==> src/rtl/frame_seq_pkg.sv <==
package frame_seq_pkg;

    localparam int unsigned FS_DIV_RELOAD  = 7456;
    localparam int unsigned FS_WRITE_EXTRA = 8;

    typedef enum logic {
        SEQ_FOUR = 1'b0,
        SEQ_FIVE = 1'b1
    } seq_mode_e;

    typedef struct packed {
        seq_mode_e mode;
        logic      inhibit;
    } ctrl_t;

    typedef struct packed {
        logic quarter;
        logic half;
        logic irq_set;
    } step_act_t;

    function automatic ctrl_t decode_ctrl(input logic [7:0] d);
        ctrl_t c;
        c.mode    = seq_mode_e'(d[7]);
        c.inhibit = d[6];
        return c;
    endfunction

    function automatic step_act_t step_actions(input seq_mode_e m, input logic [2:0] s);
        step_act_t a;
        a = '0;
        if (m == SEQ_FOUR) begin
            a.quarter = 1'b1;
            a.half    = (s == 3'd1) || (s == 3'd3);
            a.irq_set = (s == 3'd3);
        end else begin
            a.quarter = (s != 3'd3);
            a.half    = (s == 3'd1) || (s == 3'd4);
        end
        return a;
    endfunction

    function automatic logic [2:0] next_step(input seq_mode_e m, input logic [2:0] s);
        logic [2:0] last;
        last = (m == SEQ_FOUR) ? 3'd3 : 3'd4;
        return (s >= last) ? 3'd0 : s + 3'd1;
    endfunction

endpackage

==> src/rtl/frame_seq_divider.sv <==
module frame_seq_divider #(
    parameter int unsigned W       = 13,
    parameter int unsigned RELOAD  = 7456,
    parameter int unsigned WR_LOAD = 7464
) (
    input  logic         clk,
    input  logic         rst,
    input  logic         wr,
    output logic         tick,
    output logic [W-1:0] count
);

    logic [W-1:0] cnt_q;

    always_ff @(posedge clk) begin
        if (rst)
            cnt_q <= W'(RELOAD);
        else if (wr)
            cnt_q <= W'(WR_LOAD);
        else if (cnt_q == '0)
            cnt_q <= W'(RELOAD);
        else
            cnt_q <= cnt_q - 1'b1;
    end

    assign tick  = (cnt_q == '0) && !wr;
    assign count = cnt_q;


    reload_after_tick_chk: assert property (@(posedge clk) disable iff (rst)
        tick |=> (count == W'(RELOAD)));

endmodule

==> src/rtl/frame_seq_steps.sv <==
module frame_seq_steps
    import frame_seq_pkg::*;
(
    input  logic      clk,
    input  logic      rst,
    input  logic      wr,
    input  ctrl_t     wr_ctrl,
    input  logic      tick,
    output logic      quarter_o,
    output logic      half_o,
    output logic      irq_set_o,
    output seq_mode_e mode_o
);

    seq_mode_e  mode_q;
    logic [2:0] step_q;
    step_act_t  act;

    assign act = step_actions(mode_q, step_q);

    always_ff @(posedge clk) begin
        if (rst) begin
            mode_q    <= SEQ_FOUR;
            step_q    <= 3'd0;
            quarter_o <= 1'b0;
            half_o    <= 1'b0;
        end else begin
            quarter_o <= 1'b0;
            half_o    <= 1'b0;
            if (wr) begin
                mode_q <= wr_ctrl.mode;
                step_q <= 3'd0;
                if (wr_ctrl.mode == SEQ_FIVE) begin
                    quarter_o <= 1'b1;
                    half_o    <= 1'b1;
                end
            end else if (tick) begin
                quarter_o <= act.quarter;
                half_o    <= act.half;
                step_q    <= next_step(mode_q, step_q);
            end
        end
    end

    assign irq_set_o = tick && !wr && act.irq_set;
    assign mode_o    = mode_q;


    quarter_single_chk: assert property (@(posedge clk) disable iff (rst)
        quarter_o |=> !quarter_o);


    half_single_chk: assert property (@(posedge clk) disable iff (rst)
        half_o |=> !half_o);


    step_restart_chk: assert property (@(posedge clk) disable iff (rst)
        wr |=> (step_q == 3'd0));

endmodule

==> src/rtl/frame_seq_irq.sv <==
module frame_seq_irq (
    input  logic clk,
    input  logic rst,
    input  logic wr,
    input  logic wr_inhibit,
    input  logic set_req,
    input  logic clr,
    output logic irq
);

    logic inhibit_q;
    logic flag_q;

    always_ff @(posedge clk) begin
        if (rst) begin
            inhibit_q <= 1'b0;
            flag_q    <= 1'b0;
        end else begin
            if (wr)
                inhibit_q <= wr_inhibit;
            if (clr || (wr && wr_inhibit))
                flag_q <= 1'b0;
            else if (set_req && !inhibit_q)
                flag_q <= 1'b1;
        end
    end

    assign irq = flag_q;


    clear_drops_chk: assert property (@(posedge clk) disable iff (rst)
        clr |=> !irq);


    inhibit_write_clears_chk: assert property (@(posedge clk) disable iff (rst)
        (wr && wr_inhibit) |=> !irq);


    inhibit_blocks_chk: assert property (@(posedge clk) disable iff (rst)
        $rose(irq) |-> !$past(inhibit_q));

endmodule

==> src/rtl/frame_seq_top.sv <==
module frame_seq_top
    import frame_seq_pkg::*;
#(
    parameter int unsigned DIV_RELOAD  = FS_DIV_RELOAD,
    parameter int unsigned WRITE_EXTRA = FS_WRITE_EXTRA
) (
    input  logic       clk,
    input  logic       rst,
    input  logic       ctrl_wr,
    input  logic [7:0] ctrl_data,
    input  logic       irq_clr,
    output logic       quarter_strobe,
    output logic       half_strobe,
    output logic       frame_irq
);

    localparam int unsigned WR_LOAD = DIV_RELOAD + WRITE_EXTRA;
    localparam int unsigned CNT_W   = $clog2(WR_LOAD + 1);

    ctrl_t             wr_ctrl;
    logic              tick;
    logic [CNT_W-1:0]  div_count;
    logic              irq_set;
    seq_mode_e         mode;

    assign wr_ctrl = decode_ctrl(ctrl_data);

    frame_seq_divider #(
        .W       (CNT_W),
        .RELOAD  (DIV_RELOAD),
        .WR_LOAD (WR_LOAD)
    ) u_div (
        .clk   (clk),
        .rst   (rst),
        .wr    (ctrl_wr),
        .tick  (tick),
        .count (div_count)
    );

    frame_seq_steps u_steps (
        .clk       (clk),
        .rst       (rst),
        .wr        (ctrl_wr),
        .wr_ctrl   (wr_ctrl),
        .tick      (tick),
        .quarter_o (quarter_strobe),
        .half_o    (half_strobe),
        .irq_set_o (irq_set),
        .mode_o    (mode)
    );

    frame_seq_irq u_irq (
        .clk        (clk),
        .rst        (rst),
        .wr         (ctrl_wr),
        .wr_inhibit (wr_ctrl.inhibit),
        .set_req    (irq_set),
        .clr        (irq_clr),
        .irq        (frame_irq)
    );


    write_reload_chk: assert property (@(posedge clk) disable iff (rst)
        ctrl_wr |=> (div_count == CNT_W'(WR_LOAD)));


    five_write_pair_chk: assert property (@(posedge clk) disable iff (rst)
        (ctrl_wr && ctrl_data[7]) |=> (quarter_strobe && half_strobe));


    four_write_quiet_chk: assert property (@(posedge clk) disable iff (rst)
        (ctrl_wr && !ctrl_data[7]) |=> (!quarter_strobe && !half_strobe));


    five_no_irq_chk: assert property (@(posedge clk) disable iff (rst)
        (mode == SEQ_FIVE) |-> !$rose(frame_irq));

endmodule

==> config.mk <==
export PLATFORM = sky130hd
export DESIGN_NAME = frame_seq_top
export DESIGN_NICKNAME = d
export VERILOG_FILES = /design/src/rtl/frame_seq_pkg.sv /design/src/rtl/frame_seq_divider.sv /design/src/rtl/frame_seq_steps.sv /design/src/rtl/frame_seq_irq.sv /design/src/rtl/frame_seq_top.sv
export SDC_FILE = /design/constraint.sdc
export NUM_CORES = 1
export LEC_CHECK = 0
export CAP_MARGIN = 20
export CORE_ASPECT_RATIO = 0.5
export CORE_MARGIN = 4
export CORE_UTILIZATION = 35
export CTS_BUF_LIST = sky130_fd_sc_hd__clkbuf_16
export CTS_CLUSTER_SIZE = 8
export DETAILED_ROUTE_END_ITERATION = 8
export GPL_ROUTABILITY_DRIVEN = 0
export PLACE_DENSITY_LB_ADDON = 0.12
export SLEW_MARGIN = 20
export SYNTH_ARGS = -nofsm -noshare
export SYNTH_HDL_FRONTEND = slang
export SYNTH_SLANG_ARGS = --single-unit
==> constraint.sdc <==
create_clock -name clk -period 4.05 [get_ports clk]
set_clock_uncertainty 0.05 [all_clocks]
set_input_delay 0.81 -clock clk [delete_from_list [all_inputs] [get_ports clk]]
set_output_delay 0.81 -clock clk [all_outputs]
set_load 0.02 [all_outputs]
==> impl_results.md <==
- Fillers: ~300
- Maximum clock rate: roughly 0.42 GHz
- PortBufs: 8
- Setup Crit Path Kind: input pin to register
- Die W: 84.5 um
- Final Instance Area: 1210 um^2
- Crit. End Element: register
- Post-route ant nets: 0
- Pwr Density: 390 nW/um^2
- Max Cap Violations: 0
- Core box area: 2700 um^2
- Wire per inst: 11.5 um
- CTS H-tree lvls: 1
- FF-to-FF path depth: 6
- Outcome: complete, no violations
- CP Data Required Time: 4180 ps
- Post-DR vias/cell: 4.85
- Worst EP arrival: 2500 ps
- Worst slew margin: 52.7%
- # setup viols final: 0
- Gr ovfl total: 0
- Register bit total from synthesis: 21
- R2R Path Start: u_div.count[0]$_SDFF_PP0_
- Initial antenna violation count: 0
- Final Hold Slack: 423 ps
- DIE AREA: 3910 um^2
- Nets: approximately 140
- DRC Markers: 0
- Cell variety after synth: 29
- Critical R2R Capture: u_div.count[6]$_SDFF_PP0_
- VDD IR max: 0.186 mV
- Post-synth ARST share: 0%
- Area growth from synthesis to final layout: 18.3%
- CP startpoint: ctrl_wr
- Cts bufs inserted: 3
- Worst-path fanout max: 10
- Setup TNS: 0 ps
- Mapped Cells: 112
- IO Pins: 15
- Clock latency on the worst-skew pair: 250 ps
- Yosys warnings: 0
- Largest net degree at the start of global routing: 15
- Worst hold path class: register to register
- Post-CTS Setup Inserts: 0
- Post-Route WL: 1810 um
- Worst R2R Setup Slack: 1940 ps
- Vias in the first global route: 691
- Antenna cell count: 0
- Post-synth EDFFs: 0
- Avg Inst Size Synth: 9.15 um^2
- Final design utilization: ~45%
- Fin. max-slew vios: 0
- CTS max path bufs: 2
- Root Driver: clkbuf_16
- PostCTS Resize Cnt: 0
- Via count: 767
- HPWL after DPL: 1320 um
- Clk pin slew, worst setup/hold paths: 60 ps
- Overall routing resource usage: 10.6%
- DRT Pass-1 Iters: 4
- Share of cells above drive strength 1: 9.09%
- Syn Nets: 132
- Post-CTS Hold Buffers: 0
- CP Launch Type: input pin
- Syn Std Cell Area: roughly 1000 um^2
- Row count: 13
- Fin. Hold Viols: 0
- Sequential share of the synthesized area: 41.0%
- Main synth FF type: dfxtp_1
- Die height: 46.3 um
- RSZ-0062 raised after global routing: no
- Min Tclk post-route: 2370 ps
- First-pass GRT wire length: 3240 um
- Dpl cell area: 1130 um^2
- P_leak: ~0.45 nW
- CTS tree: built
- DR iter-0 viols: 21
- Worst-margin pin slew: 707 ps
- CTS Sinks: 21
- Crit path to: u_div.count[7]$_SDFF_PP0_
- Starting density of the core: a little under two fifths
- Fin crit share: 58.4%
## cell type report
cell class	count	area [um^2]	share of cell area, %
clock buffers	3	75.1	6.19
flip-flops and latches	21	420	34.7
inverters	8	30.0	2.48
multi-input cells	80	556	45.8
well taps	37	46.3	3.82
repair buffers	8	80.1	6.60
clock inverters	1	5.00	0.413
## flip-flops by register name (all words and copies together), names as in the netlist
signal and flops:
u_div.count 13, u_irq.irq 1, u_steps.quarter_o 1, u_steps.mode_o 1
u_steps.step_q 3, u_irq.inhibit_q 1, u_steps.half_o 1
## power breakdown
group / switching, mW / internal (mW)
logic: 0.0230 / 0.0216
registers: 0.00818 / 0.214
clock network: 0.0736 / 0.132
total: 0.105 / 0.368
## metrics by stage
stage / std cells / setup slack (ps) / power [mW]
final: 158 / 1680 / 0.472
after global routing: 158 / 1480 / 0.494
after floorplan: 112 / 2190 / 0.257
after global placement: 154 / 1360 / 0.271
after detailed placement: 154 / 1370 / 0.271
after CTS: 158 / 1630 / 0.481
## routing by layer
metal  up-vias  routed length, um  global-route usage, %
met5         -                  0                      0
met4         0                  0                   3.79
met3         0                 54                   4.29
met2         7                798                   16.6
met1       355                960                   13.5
li1        405                  -                      -
## how the worst min path moves through the flow
| stage | slack, ps | cells after the start | from | to |
|---|---|---|---|---|
| 2_1_floorplan | 390 | 1 | u_div.count[0]$_SDFF_PP0_ | u_div.count[0]$_SDFF_PP0_ |
| 3_3_place_gp | 410 | 2 | u_irq.inhibit_q$_SDFFE_PP0P_ | u_irq.inhibit_q$_SDFFE_PP0P_ |
| 3_5_place_dp | 410 | 1 | u_div.count[0]$_SDFF_PP0_ | u_div.count[0]$_SDFF_PP0_ |
| 4_1_cts | 430 | 2 | u_irq.inhibit_q$_SDFFE_PP0P_ | u_irq.inhibit_q$_SDFFE_PP0P_ |
| 5_1_grt | 450 | 2 | u_irq.inhibit_q$_SDFFE_PP0P_ | u_irq.inhibit_q$_SDFFE_PP0P_ |
| 6_report | 420 | 2 | u_irq.inhibit_q$_SDFFE_PP0P_ | u_irq.inhibit_q$_SDFFE_PP0P_ |
## synth_stat cells, drive strengths merged, types with 3 or more instances
cell / number / share of area, %
nor4: 3 / 3.3
dfxtp: 21 / 41
a21oi: 4 / 2.0
nor2: 12 / 4.4
inv: 8 / 2.9
nand2: 12 / 4.4
nand2b: 4 / 2.4
ha: 8 / 9.8
xor2: 5 / 4.3
xnor2: 4 / 3.4
nand3: 9 / 4.4
o31ai: 4 / 3.4
## cell families after synthesis
group	Yosys count	share of synthesized area, %
buf+inv	11	4.76
compound gates	16	10.9
xor+xnor	9	7.69
fa+ha+maj	8	9.77
flops	21	41.0
simple gates	47	25.9
## critical path, stage by stage
cell             delay (ps)
clkdlybuf4s50_1         530
nor2_1                  610
nand2_1                 350
a21oi_1                 190
## cells in the final DEF, fill, tap and decap left out, drive strengths merged
cell type / n
or2: 1
o32ai: 1
a31oi: 1
nor3b: 2
o31ai: 4
o21ai: 2
inv: 8
nand4b: 2
a21oi: 4
o22ai: 1
clkinv: 1
clkbuf: 3
nor2: 12
dfxtp: 21
xnor2: 4
nor3: 1
nand3: 9
a211o: 1
o41ai: 1
clkdlybuf4s50: 8
ha: 8
nand2: 12
nor4: 3
nand2b: 4
a21o: 1
or4: 1
xor2: 5
Note: power is estimated with default switching activity, not from simulation.
